File: src/rtl/rns_scale_pkg.sv
package rns_scale_pkg;

   localparam int unsigned MIN_N = 2;
   localparam int unsigned MAX_N = 16;

   // Number of register cuts enabled; each flag is 0 or 1.
   function automatic int unsigned cut_total(input int unsigned f,
                                             input int unsigned m,
                                             input int unsigned o);
      return f + m + o;
   endfunction

endpackage

File: src/rtl/rns_stage_reg.sv
module rns_stage_reg #(
   parameter int unsigned W  = 8,
   parameter int unsigned EN = 1
) (
   input  logic         clk,
   input  logic         rst_n,
   input  logic         d_valid,
   input  logic [W-1:0] d_data,
   output logic         q_valid,
   output logic [W-1:0] q_data
);

   generate
      if (EN != 0) begin : g_reg
         always_ff @(posedge clk or negedge rst_n) begin
            if (!rst_n) begin
               q_valid <= 1'b0;
               q_data  <= '0;
            end else begin
               q_valid <= d_valid;
               q_data  <= d_data;
            end
         end
      end else begin : g_wire
         assign q_valid = d_valid;
         assign q_data  = d_data;
      end
   endgenerate

endmodule

File: src/rtl/rns_sub_mod_fermat.sv
// y = (x_min - x_sub) mod (2^N + 1); both operands below 2^N + 1.
module rns_sub_mod_fermat #(
   parameter int unsigned N = 8
) (
   input  logic [N:0] x_min,
   input  logic [N:0] x_sub,
   output logic [N:0] y
);

   localparam logic [N+1:0] MOD_HI = (N+2)'((1 << N) + 1);

   logic [N+1:0] diff;
   logic [N+1:0] wrap;

   always_comb begin
      diff = {1'b0, x_min} - {1'b0, x_sub};
      wrap = diff + MOD_HI;
      y    = diff[N+1] ? wrap[N:0] : diff[N:0];
   end

endmodule

File: src/rtl/rns_residue_fold.sv
// Removes the discarded residue: residues of (X - rmid) / 2^N.
module rns_residue_fold #(
   parameter int unsigned N = 8
) (
   input  logic [N-1:0] r_lo,
   input  logic [N-1:0] r_mid,
   input  logic [N:0]   r_hi,
   output logic [N-1:0] y_lo,
   output logic [N:0]   y_hi
);

   logic [N:0]   eac_sum;
   logic [N-1:0] eac_fold;

   // 2^N = 1 mod (2^N-1): quotient residue is r_lo - r_mid, end-around carry.
   always_comb begin
      eac_sum  = {1'b0, r_lo} + {1'b0, ~r_mid};
      eac_fold = eac_sum[N-1:0] + N'(eac_sum[N]);
      y_lo     = (&eac_fold) ? '0 : eac_fold;
   end

   // 2^N = -1 mod (2^N+1): quotient residue is r_mid - r_hi.
   rns_sub_mod_fermat #(.N(N)) u_hi_sub (
      .x_min ({1'b0, r_mid}),
      .x_sub (r_hi),
      .y     (y_hi)
   );

endmodule

File: src/rtl/rns_crt_weight.sv
// k = (b - a) * 2^(N-1) mod (2^N+1); 2^(N-1) is the inverse of 2^N-1 there.
module rns_crt_weight #(
   parameter int unsigned N = 8
) (
   input  logic [N-1:0] a,
   input  logic [N:0]   b,
   output logic [N:0]   k
);

   localparam int unsigned STEPS  = N - 1;
   localparam logic [N+1:0] MOD_HI = (N+2)'((1 << N) + 1);

   logic [N:0] chain [0:STEPS];

   rns_sub_mod_fermat #(.N(N)) u_diff (
      .x_min (b),
      .x_sub ({1'b0, a}),
      .y     (chain[0])
   );

   generate
      for (genvar s = 1; s <= STEPS; s++) begin : g_dbl
         logic [N+1:0] twice;
         logic [N+1:0] trimmed;
         assign twice   = {chain[s-1], 1'b0};
         assign trimmed = twice - MOD_HI;
         assign chain[s] = (twice >= MOD_HI) ? trimmed[N:0] : twice[N:0];
      end
   endgenerate

   assign k = chain[STEPS];

endmodule

File: src/rtl/rns_crt_rebuild.sv
// y = a + (2^N - 1) * k, exact below (2^N-1)(2^N+1).
module rns_crt_rebuild #(
   parameter int unsigned N = 8
) (
   input  logic [N-1:0]   a,
   input  logic [N:0]     k,
   output logic [2*N-1:0] y
);

   localparam int unsigned AW = 2 * N + 2;

   logic [AW-1:0] acc;

   always_comb begin
      acc = (AW'(k) << N) + AW'(a) - AW'(k);
      y   = acc[2*N-1:0];
   end

endmodule

File: src/rtl/rns_pow2_scaler.sv
module rns_pow2_scaler #(
   parameter int unsigned N         = 8,
   parameter int unsigned CUT_FRONT = 1,
   parameter int unsigned CUT_MID   = 0,
   parameter int unsigned CUT_OUT   = 1
) (
   input  logic           clk,
   input  logic           rst_n,
   input  logic           in_valid,
   input  logic [N-1:0]   in_rlo,
   input  logic [N-1:0]   in_rmid,
   input  logic [N:0]     in_rhi,
   output logic           out_valid,
   output logic [N-1:0]   out_rlo,
   output logic [N-1:0]   out_rmid,
   output logic [N:0]     out_rhi,
   output logic [2*N-1:0] out_quot
);

   import rns_scale_pkg::*;

   localparam int unsigned LATENCY = cut_total(CUT_FRONT, CUT_MID, CUT_OUT);
   localparam int unsigned WA      = N;
   localparam int unsigned WB      = N + 1;
   localparam int unsigned WQ      = 2 * N;
   localparam int unsigned W1      = WA + WB;
   localparam int unsigned W2      = WA + WB + WB;
   localparam int unsigned W3      = WA + WB + WQ;

   generate
      if (N < MIN_N || N > MAX_N) begin : g_bad_n
         $error("rns_pow2_scaler: N out of supported range");
      end
      if (CUT_FRONT > 1 || CUT_MID > 1 || CUT_OUT > 1) begin : g_bad_cut
         $error("rns_pow2_scaler: cut flags must be 0 or 1");
      end
   endgenerate

   // Front: residues of the quotient modulo 2^N-1 and 2^N+1.
   logic [WA-1:0] f_a;
   logic [WB-1:0] f_b;

   rns_residue_fold #(.N(N)) u_fold (
      .r_lo  (in_rlo),
      .r_mid (in_rmid),
      .r_hi  (in_rhi),
      .y_lo  (f_a),
      .y_hi  (f_b)
   );

   logic          s1_v;
   logic [W1-1:0] s1_d;

   rns_stage_reg #(.W(W1), .EN(CUT_FRONT)) u_cut_front (
      .clk     (clk),
      .rst_n   (rst_n),
      .d_valid (in_valid),
      .d_data  ({f_a, f_b}),
      .q_valid (s1_v),
      .q_data  (s1_d)
   );

   logic [WA-1:0] s1_a;
   logic [WB-1:0] s1_b;
   logic [WB-1:0] s1_k;

   assign {s1_a, s1_b} = s1_d;

   rns_crt_weight #(.N(N)) u_weight (
      .a (s1_a),
      .b (s1_b),
      .k (s1_k)
   );

   logic          s2_v;
   logic [W2-1:0] s2_d;

   rns_stage_reg #(.W(W2), .EN(CUT_MID)) u_cut_mid (
      .clk     (clk),
      .rst_n   (rst_n),
      .d_valid (s1_v),
      .d_data  ({s1_a, s1_b, s1_k}),
      .q_valid (s2_v),
      .q_data  (s2_d)
   );

   logic [WA-1:0] s2_a;
   logic [WB-1:0] s2_b;
   logic [WB-1:0] s2_k;
   logic [WQ-1:0] s2_y;

   assign {s2_a, s2_b, s2_k} = s2_d;

   rns_crt_rebuild #(.N(N)) u_rebuild (
      .a (s2_a),
      .k (s2_k),
      .y (s2_y)
   );

   logic          s3_v;
   logic [W3-1:0] s3_d;

   rns_stage_reg #(.W(W3), .EN(CUT_OUT)) u_cut_out (
      .clk     (clk),
      .rst_n   (rst_n),
      .d_valid (s2_v),
      .d_data  ({s2_a, s2_b, s2_y}),
      .q_valid (s3_v),
      .q_data  (s3_d)
   );

   assign out_valid                    = s3_v;
   assign {out_rlo, out_rhi, out_quot} = s3_d;
   assign out_rmid                     = out_quot[N-1:0];

endmodule

File: config.mk
export PLATFORM = sky130hd
export DESIGN_NAME = rns_pow2_scaler
export DESIGN_NICKNAME = d
export VERILOG_FILES = /design/src/rtl/rns_scale_pkg.sv /design/src/rtl/rns_stage_reg.sv /design/src/rtl/rns_sub_mod_fermat.sv /design/src/rtl/rns_residue_fold.sv /design/src/rtl/rns_crt_weight.sv /design/src/rtl/rns_crt_rebuild.sv /design/src/rtl/rns_pow2_scaler.sv
export SDC_FILE = /design/constraint.sdc
export NUM_CORES = 1
export LEC_CHECK = 0
export ABC_AREA = 1
export BUFFER_PORTS_ARGS = -buffer_cell sky130_fd_sc_hd__buf_2
export CORE_UTILIZATION = 48
export CTS_CLUSTER_DIAMETER = 80
export DETAILED_ROUTE_END_ITERATION = 10
export GPL_TIMING_DRIVEN = 0
export PLACE_DENSITY_LB_ADDON = 0.3
export SLEW_MARGIN = 20
export SYNTH_ARGS = -nofsm -noshare
export SYNTH_HDL_FRONTEND = slang
export SYNTH_SLANG_ARGS = --single-unit
export TNS_END_PERCENT = 10
File: constraint.sdc
create_clock -name clk -period 10.4 [get_ports clk]
set_clock_uncertainty 0.05 [all_clocks]
set_input_delay 0.52 -clock clk [delete_from_list [all_inputs] [get_ports clk]]
set_output_delay 0.52 -clock clk [all_outputs]
set_load 0.01 [all_outputs]
==> results of run 1 <==
-- worst max-delay path: cells and delay by family, from the launching register on --
family	cells	cell delay, ns
and+or+nand+nor	43	4.39
buffers and inverters	8	1.05
adders and majority gates	3	0.93
AOI/OAI and AO/OA	9	1.23
xor gates and xnor gates	2	0.46
DFF	1	0.47
-- routing by layer --
metal	vias up	track usage (%)
met4	0	2.49
met1	2210	26.1
met2	89	32.3
li1	2626	-
met5	-	0
met3	5	3.24
-- layout make-up --
class / count / area [sq um] / share of cell area (%)
tap: 143 / 179 / 2.81
clock buffer: 6 / 129 / 2.03
multi-input combinational: 592 / 3720 / 58.5
timing repair buffer: 69 / 348 / 5.47
inverter: 128 / 485 / 7.64
buffer: 17 / 155 / 2.44
clock inverter: 2 / 38.8 / 0.610
sequential: 52 / 1300 / 20.5
-- cells by family after synthesis --
group / synth area share (%)
and+or+nand+nor: 41.2
DFF: 23.0
AOI/OAI and AO/OA: 7.08
xor gates and xnor gates: 7.37
adders and majority gates: 10.0
buffers and inverters: 11.3
-- metrics by stage --
| step | utilization, % | cell area (sq um) | hold slack [ns] | worst slack, ns | instances |
|---|---|---|---|---|---|
| 2_1_floorplan | - | 5660 | 0.174 | 2.81 | 789 |
| 3_3_place_gp | 53.9 | 6180 | 0.283 | 1.83 | 1001 |
| 3_5_place_dp | 53.9 | 6180 | 0.293 | 1.76 | 1001 |
| 4_1_cts | 55.4 | 6350 | 0.275 | 1.71 | 1009 |
| 5_1_grt | 55.4 | 6360 | 0.248 | 0.941 | 1009 |
| 6_report | 55.4 | 6360 | 0.202 | 1.73 | 1009 |
-- state kept, by name, summed over array words and instances (netlist names) --
name and flops:
u_cut_out.q_data 33, u_cut_out.q_valid 1, u_cut_front.q_valid 1, u_cut_front.q_data 17
-- layout by cell type (no fill, tap or decap), drive strengths merged, types with 2 or more instances in the layout --
master	instances
nand2	251
inv	126
buf	86
nand3	81
nor2	78
dfrtp	52
ha	39
xor2	36
a21oi	32
o21ai	22
nand4	10
nand3b	9
xnor2	9
clkbuf	6
o21bai	4
fa	4
nor3	4
clkinv	3
or2	3
and2	2
nor4	2
-- worst min-delay path by stage --
stage,start,endpoint,cells past startpoint
final,rst_n,u_cut_front.q_valid$_DFF_PN0_,1
after global routing,rst_n,u_cut_front.q_valid$_DFF_PN0_,1
after CTS,in_valid,u_cut_front.q_valid$_DFF_PN0_,1
after detailed placement,u_cut_front.q_valid$_DFF_PN0_,u_cut_out.q_valid$_DFF_PN0_,0
after global placement,u_cut_front.q_valid$_DFF_PN0_,u_cut_out.q_valid$_DFF_PN0_,0
after floorplan,rst_n,u_cut_front.q_data[0]$_DFF_PN0_,0
==> flow_metrics.tcl, run 1 <==
set metrics [dict create \
    synthToLayoutAreaGrowth_pct 12.4 \
    yosysSeqAreaShare_pct 23.0 \
    core_sq_um 11500 \
    cts_resized 0 \
    die_w_um 111 \
    period_share_pct 83.3 \
    endpoint_kind "flip-flop" \
    top_layer_used "met4" \
    crit_path_top_delay_cell "dfrtp_1" \
    worstMarginPinSlew_ns 0.669 \
    clk_latency_ns 0.29 \
    boundaryPins 70 \
    wl_per_cell_um 11.3 \
    syn-num-nets 860 \
    ys.flop_type "dfrtp_1" \
    grt-ovfl-total 0 \
    cts_sinks 52 \
    synth_top_area_share_pct 23.0 \
    critPathLaunchType "flip-flop" \
    regToRegStartpoint "u_cut_front.q_data[16]$_DFF_PN0_" \
    cpMostUsedCell "nand2_2" \
    clock_path_buffers 2 \
    async_flop_share_pct 100 \
    grt_pass1_wl_um 19700 \
    clkTransAtPathRegs_ns 0.06 \
    htree_levels 2 \
    yosysTopAreaCell "dfrtp_1" \
    num-nets-final 936 \
    min_path_type "primary input to asynchronous set/reset pin" \
    setup.worst_path.class "flip-flop to flip-flop" \
    hpwl_um 9360 \
    crit_required_ns 10.53 \
    netlist_area_sq_um 5660 \
    drc 0 \
    cp-endpoint "u_cut_out.q_data[15]$_DFF_PN0_" \
    wl_met1_um 5810 \
    cts_setup_buffers 0 \
    drv_cap 0 \
    r2r_slack_ns 1.73 \
    cts-buffers-inserted 5 \
    yosys_warnings 0 \
    critPathMaxFanout 10 \
    crit_start "u_cut_front.q_data[16]$_DFF_PN0_" \
    slew_viol_final 0 \
    hold_buffers 0 \
    routed_via_density 4.89 \
    drt-total-wl_um 11400 \
    drtIter0Drc 224 \
    critPathMaxStageDelay_ns 0.47 \
    ant_nets 0 \
    grt_max_degree 53 \
    initial_utilization_pct 49.3 \
    synthCells 789 \
    finalSetupViolCount 0 \
    synth_area_leaders "dfrtp_1 (23%), nand2_1 (12%), ha_1 (8.6%)" \
    fmax_mhz 115 \
    setup_tns_ns 0 \
    reg2reg_depth 65 \
    drive_gt1_share_pct 26.8 \
    grt_usage_pct 19.1 \
    synth.most_common_cell "nand2_1" \
    grt_pass1_vias 4432 \
    route.met2.wl_um 5170 \
    syn_avg_cell_area_sq_um 7.17 \
    outcome "finished clean" \
    ys_types 46 \
    dr.pass1.iters 5 \
    cts_tree "built" \
    synth_edf_count 0 \
    cp.arrival_ns 8.79 \
    die-area_sq_um 12200 \
    rows 39 \
    nFillCells 1097 \
    numPortBuffers 69 \
    vias 4930 \
    ys_seq_elements 52 \
    diodes 0 \
    fp.dieH_um 111 \
    rsz0062_at_grt "no" \
    routabilityCongestion 0.820 \
    antenna_found_initial 0 \
    synth_commonest_cells "nand2_1 (185), inv_1 (111), nand3_1 (64)" \
    max_slew_margin_pct 55.0 \
    root_buffer "clkbuf_16" \
    dr_wl_met3_um 368 \
    reg2reg_to "u_cut_out.q_data[15]$_DFF_PN0_" \
    finalCriticalPeriod_ns 8.67 \
    final_hold_viol_count 0 \
]
Power of run 1 is left out: the tool's default activity adds up to more than one toggle a clock period on the data nets, which glitch-free logic cannot reach.
==> inputs of run 2 (changes only) <==
- ABC_AREA: 1 -> 0
- clock period: 10.4 -> 8.95 ns (I/O delays scaled with it)
==> flow_metrics.tcl, run 2 <==
set metrics [dict create \
    outcome "finished clean" \
    num-nets-final 789 \
    largest_register_ffs 33 \
    drc 0 \
    htree_levels 2 \
    root_buffer "clkbuf_8" \
    core_sq_um 10900 \
    grt_pass1_wl_um 22400 \
    worstMarginPinSlew_ns 0.671 \
    die_w_um 108 \
    clkTransAtPathRegs_ns 0.10 \
    slew_viol_final 0 \
    fmax_mhz 116 \
    max_slew_margin_pct 55.2 \
    clock_path_buffers 2 \
    ys_types 92 \
    crit_path_top_delay_cell "or4_1" \
    period_share_pct 96.5 \
    die-area_sq_um 11700 \
    diodes 0 \
    finalCriticalPeriod_ns 8.63 \
    synth_area_leaders "dfrtp_1 (24%), ha_1 (9.0%), xnor2_1 (6.5%)" \
    ys.flop_type "dfrtp_1" \
    netlist_area_sq_um 5390 \
    r2r_slack_ns 0.32 \
    numPortBuffers 69 \
    boundaryPins 70 \
    grt_usage_pct 24.1 \
    utilization_pct 59.0 \
    drt-total-wl_um 13700 \
    grt_pass1_vias 4781 \
    cpMostUsedCell "a211o_1" \
    regMostFlops "u_cut_out.q_data" \
    critPathLaunchType "flip-flop" \
    finalSetupViolCount 0 \
    cts-buffers-inserted 5 \
    grt-ovfl-total 0 \
    setup_tns_ns 0 \
    cp.arrival_ns 8.79 \
    async_flop_share_pct 100 \
    cts_tree "built" \
    drtIter0Drc 288 \
    synthCells 621 \
    initial_utilization_pct 49.5 \
    synth.most_common_cell "dfrtp_1" \
    drv_cap 0 \
    finalInstanceArea_sq_um 6420 \
    yosys_warnings 0 \
    dpl_worst_slack_ns 0.0144 \
    syn-num-nets 692 \
    min_path_type "primary input to asynchronous set/reset pin" \
    hpwl_um 11000 \
    setup.worst_path.class "flip-flop to flip-flop" \
    syn_avg_cell_area_sq_um 8.68 \
    routabilityCongestion 0.887 \
    yosysSeqAreaShare_pct 24.1 \
    final_hold_viol_count 0 \
    drive_gt1_share_pct 26.8 \
    yosysTopAreaCell "dfrtp_1" \
    rows 38 \
    critical_path.top_delay_family "compound AO/OA/AOI/OAI gates" \
    hold_buffers 0 \
    antenna_found_initial 0 \
    final_cell_mix "buf_2 (73), dfrtp_1 (52), inv_1 (49)" \
    nFillCells 979 \
    placed_cell_area_sq_um 5910 \
    crit_buf_inv 6 \
    cts_sinks 52 \
    synth_top_area_share_pct 24.1 \
    critPathMaxFanout 8 \
    routed_via_density 5.83 \
    synthToLayoutAreaGrowth_pct 19.0 \
    vias 5007 \
    endpoint_kind "flip-flop" \
    critPathMaxStageDelay_ns 0.56 \
    clk_latency_ns 0.31 \
    dr.pass1.iters 5 \
    fp.dieH_um 108 \
    synth_commonest_cells "dfrtp_1 (52), inv_1 (49), a21oi_1 (44)" \
    wl_per_cell_um 16.0 \
    grt_max_degree 53 \
    ant_nets 0 \
    synth_edf_count 0 \
    top_regs "u_cut_out.q_data (33), u_cut_front.q_data (17)" \
    crit_required_ns 9.10 \
    setup_slack_ns 0.317 \
    ys_seq_elements 52 \
    final_common_cell "buf_2" \
]
-- run 2: cell types whose count changed after synthesis, sizes merged, moves of 11 or more --
cell	delta
nand2	-209
inv	-76
nand3	-64
nor2	-36
xnor2	+34
a21oi	+17
a21o	+16
xor2	-16
nor3	+11
o211ai	+11
-- run 2: layer usage --
metal  global-route usage (%)  wire length (um)
met5                        0                 0
met4                     8.61               316
met3                     3.38               655
met2                     43.7              7140
met1                     28.8              5610
-- run 2: metrics by stage --
stage                     instances  hold WS (ns)
after detailed placement        830         0.289
after global placement          830         0.286
after floorplan                 621         0.102
final                           859        0.0837
after global routing            859         0.133
after CTS                       838         0.178
-- run 2: final cells by class --
class	instances	area, sq um	area share (%)
multi-input cells	502	4040	62.9
flip-flops and latches	52	1300	20.3
repair buffers	90	505	7.87
inverters	49	184	2.86
well taps	140	175	2.73
plain buffers	18	126	1.97
clock buffers	6	72.6	1.13
clock inverters	2	16.3	0.253
-- run 2: path summary, 6_finish.rpt --
| kind | startpoint | to | depth (start not counted) |
|---|---|---|---|
| worst max-delay path | u_cut_front.q_data[13]$_DFF_PN0_ | u_cut_out.q_data[11]$_DFF_PN0_ | 35 |
| worst min-delay path | rst_n | u_cut_out.q_data[9]$_DFF_PN0_ | 1 |
| worst max register to register | u_cut_front.q_data[13]$_DFF_PN0_ | u_cut_out.q_data[11]$_DFF_PN0_ | 35 |
| worst min register to register | u_cut_front.q_valid$_DFF_PN0_ | u_cut_out.q_valid$_DFF_PN0_ | 0 |
| max in group asynchronous | rst_n | u_cut_out.q_data[23]$_DFF_PN0_ | 1 |
| min in group clk | in_valid | u_cut_front.q_valid$_DFF_PN0_ | 1 |
-- run 2: what timing repair did --
action / CTS / global route
cloned: 0 / 0
pin swaps: 1 / 16
endpoints found under the setup margin: 1 / 6
hold endpoints to repair: 0 / 0
resized for setup: 2 / 52
setup buffers: 0 / 21
-- run 2: logic make-up (layout without fill, tap and decap cells) --
group | count (synthesis) | after routing | share of synthesized area [%]
AO/OA/AOI/OAI | 195 | 195 | 27.4
AND/OR/NAND/NOR | 189 | 189 | 18.8
buffers and inverters | 67 | 165 | 5.66
XOR/XNOR | 63 | 63 | 10.9
flip-flops | 52 | 52 | 24.1
adder cells (fa/ha/maj) | 43 | 43 | 10.5
multiplexers | 12 | 12 | 2.58
Power of run 2 is left out for the same reason.
==> inputs of run 3 (changes only) <==
--- a/config.mk
+++ b/config.mk
@@ -6,5 +6,4 @@
 export NUM_CORES = 1
 export LEC_CHECK = 0
-export ABC_AREA = 0
 export BUFFER_PORTS_ARGS = -buffer_cell sky130_fd_sc_hd__buf_2
 export CORE_UTILIZATION = 48
==> constraint.sdc (replaced) <==
create_clock -name clk -period 8.95 [get_ports clk]
set_clock_uncertainty 0.05 [all_clocks]
set_input_delay 0 -clock clk [delete_from_list [all_inputs] [get_ports clk]]
set_output_delay 0 -clock clk [all_outputs]
set_load 0.01 [all_outputs]
==> flow_metrics.tcl, run 3 (synthesis gave the netlist of run 2 again) <==
set metrics [dict create \
    slew_viol_final 0 \
    nFillCells 973 \
    utilization_pct 59.3 \
    crit_buf_inv 6 \
    placed_cell_area_sq_um 5910 \
    cpMostUsedCell "a211o_1" \
    synthToLayoutAreaGrowth_pct 19.8 \
    max_slew_margin_pct 55.9 \
    place_inst 830 \
    min_path_type "primary input to flip-flop" \
    numPortBuffers 69 \
    finalSetupViolCount 0 \
    period_share_pct 96.5 \
    fp.dieH_um 108 \
    final_common_cell "buf_2" \
    critPathMaxStageDelay_ns 0.56 \
    rows 38 \
    routabilityCongestion 0.887 \
    vias 5033 \
    clkTransAtPathRegs_ns 0.10 \
    finalCriticalPeriod_ns 8.64 \
    crit_path_top_delay_cell "or4_1" \
    regMostFlops "u_cut_out.q_data" \
    crit_required_ns 9.11 \
    critPathLaunchType "flip-flop" \
    grt_pass1_vias 4805 \
    drt-total-wl_um 13800 \
    fmax_mhz 116 \
    drv_cap 0 \
    worstMarginPinSlew_ns 0.660 \
    htree_levels 2 \
    finalInstanceArea_sq_um 6460 \
    antenna_found_initial 0 \
    dr.pass1.iters 5 \
    drtIter0Drc 320 \
    clock_path_buffers 2 \
    critical_path.top_delay_family "compound AO/OA/AOI/OAI gates" \
    ant_nets 0 \
    cp.arrival_ns 8.79 \
    cts_tree "built" \
    outcome "finished clean" \
    largest_register_ffs 33 \
    routed_via_density 5.83 \
    grt_max_degree 53 \
    drc 0 \
    die_w_um 108 \
    clk_latency_ns 0.31 \
    wl_per_cell_um 15.9 \
    boundaryPins 70 \
    num-nets-final 793 \
    critPathMaxFanout 8 \
    cts_sinks 52 \
    setup.worst_path.class "flip-flop to flip-flop" \
    final_cell_mix "buf_2 (73), dfrtp_1 (52), inv_1 (49)" \
    grt-ovfl-total 0 \
    endpoint_kind "flip-flop" \
    grt_usage_pct 24.2 \
    cts-buffers-inserted 5 \
    fin_cells 863 \
    core_sq_um 10900 \
    drive_gt1_share_pct 26.7 \
    initial_utilization_pct 49.5 \
    die-area_sq_um 11700 \
    hpwl_um 11000 \
    setup_tns_ns 0 \
    grt_pass1_wl_um 22500 \
    diodes 0 \
    root_buffer "clkbuf_8" \
    final_hold_viol_count 0 \
    top_regs "u_cut_out.q_data (33), u_cut_front.q_data (17)" \
]
run 3: final timing paths:
path                                                        from                         endpoint  slack, ns  cells past startpoint
worst max-delay path            u_cut_front.q_data[13]$_DFF_PN0_   u_cut_out.q_data[11]$_DFF_PN0_       0.31                     35
worst max register to register  u_cut_front.q_data[13]$_DFF_PN0_   u_cut_out.q_data[11]$_DFF_PN0_       0.31                     35
worst min register to register     u_cut_front.q_valid$_DFF_PN0_      u_cut_out.q_valid$_DFF_PN0_       0.31                      0
max in group asynchronous                                  rst_n   u_cut_out.q_data[23]$_DFF_PN0_       8.21                      2
min in group asynchronous                                  rst_n    u_cut_out.q_data[9]$_DFF_PN0_       0.20                      2
worst min-delay path                                  in_rmid[0]  u_cut_front.q_data[0]$_DFF_PN0_       0.10                      4
run 3: final cells by class:
type	instances	area, sq um	area share [%]
Tap cell	140	175	2.71
Multi-Input combinational cell	502	4040	62.5
Buffer	18	126	1.96
Inverter	49	184	2.85
Clock buffer	6	72.6	1.12
Clock inverter	2	16.3	0.252
Timing Repair Buffer	94	546	8.44
Sequential cell	52	1300	20.1
run 3: what timing repair did:
item	CTS	global route
pin swaps	1	16
buffers inserted	0	21
cloned	0	0
hold buffers	4	0
endpoints found under the setup margin	1	6
gates resized for setup	2	52
hold endpoints to repair	55	0
run 3: worst reg2reg max path, delay by kind of cell (launching register included):
kind	cells	cell delay, ns
simple gates	7	1.99
compound gates	18	3.97
flops	1	0.40
xor+xnor	1	0.26
buf+inv	6	0.93
fa+ha+maj	2	0.62
mux	1	0.33
run 3: per-stage QoR:
step                hold WS [ns]  setup WS (ns)
floorplan                 -0.346           1.13
global placement          0.0597          0.134
detailed placement        0.0655         0.0144
CTS                       0.0965         0.0449
global route               0.112        -0.0620
finish                     0.104          0.313
run 3: metal layers:
| metal | up-vias | routed length [um] | share of wire (%) | track usage (%) |
|---|---|---|---|---|
| li1 | 2463 | - | - | - |
| met2 | 137 | 7200 | 52 | 43.9 |
| met5 | - | 0 | 0 | 0 |
| met3 | 29 | 596 | 4.3 | 3.38 |
| met1 | 2404 | 5630 | 41 | 28.9 |
| met4 | 0 | 337 | 2.4 | 8.61 |
Power of run 3 is left out for the same reason.
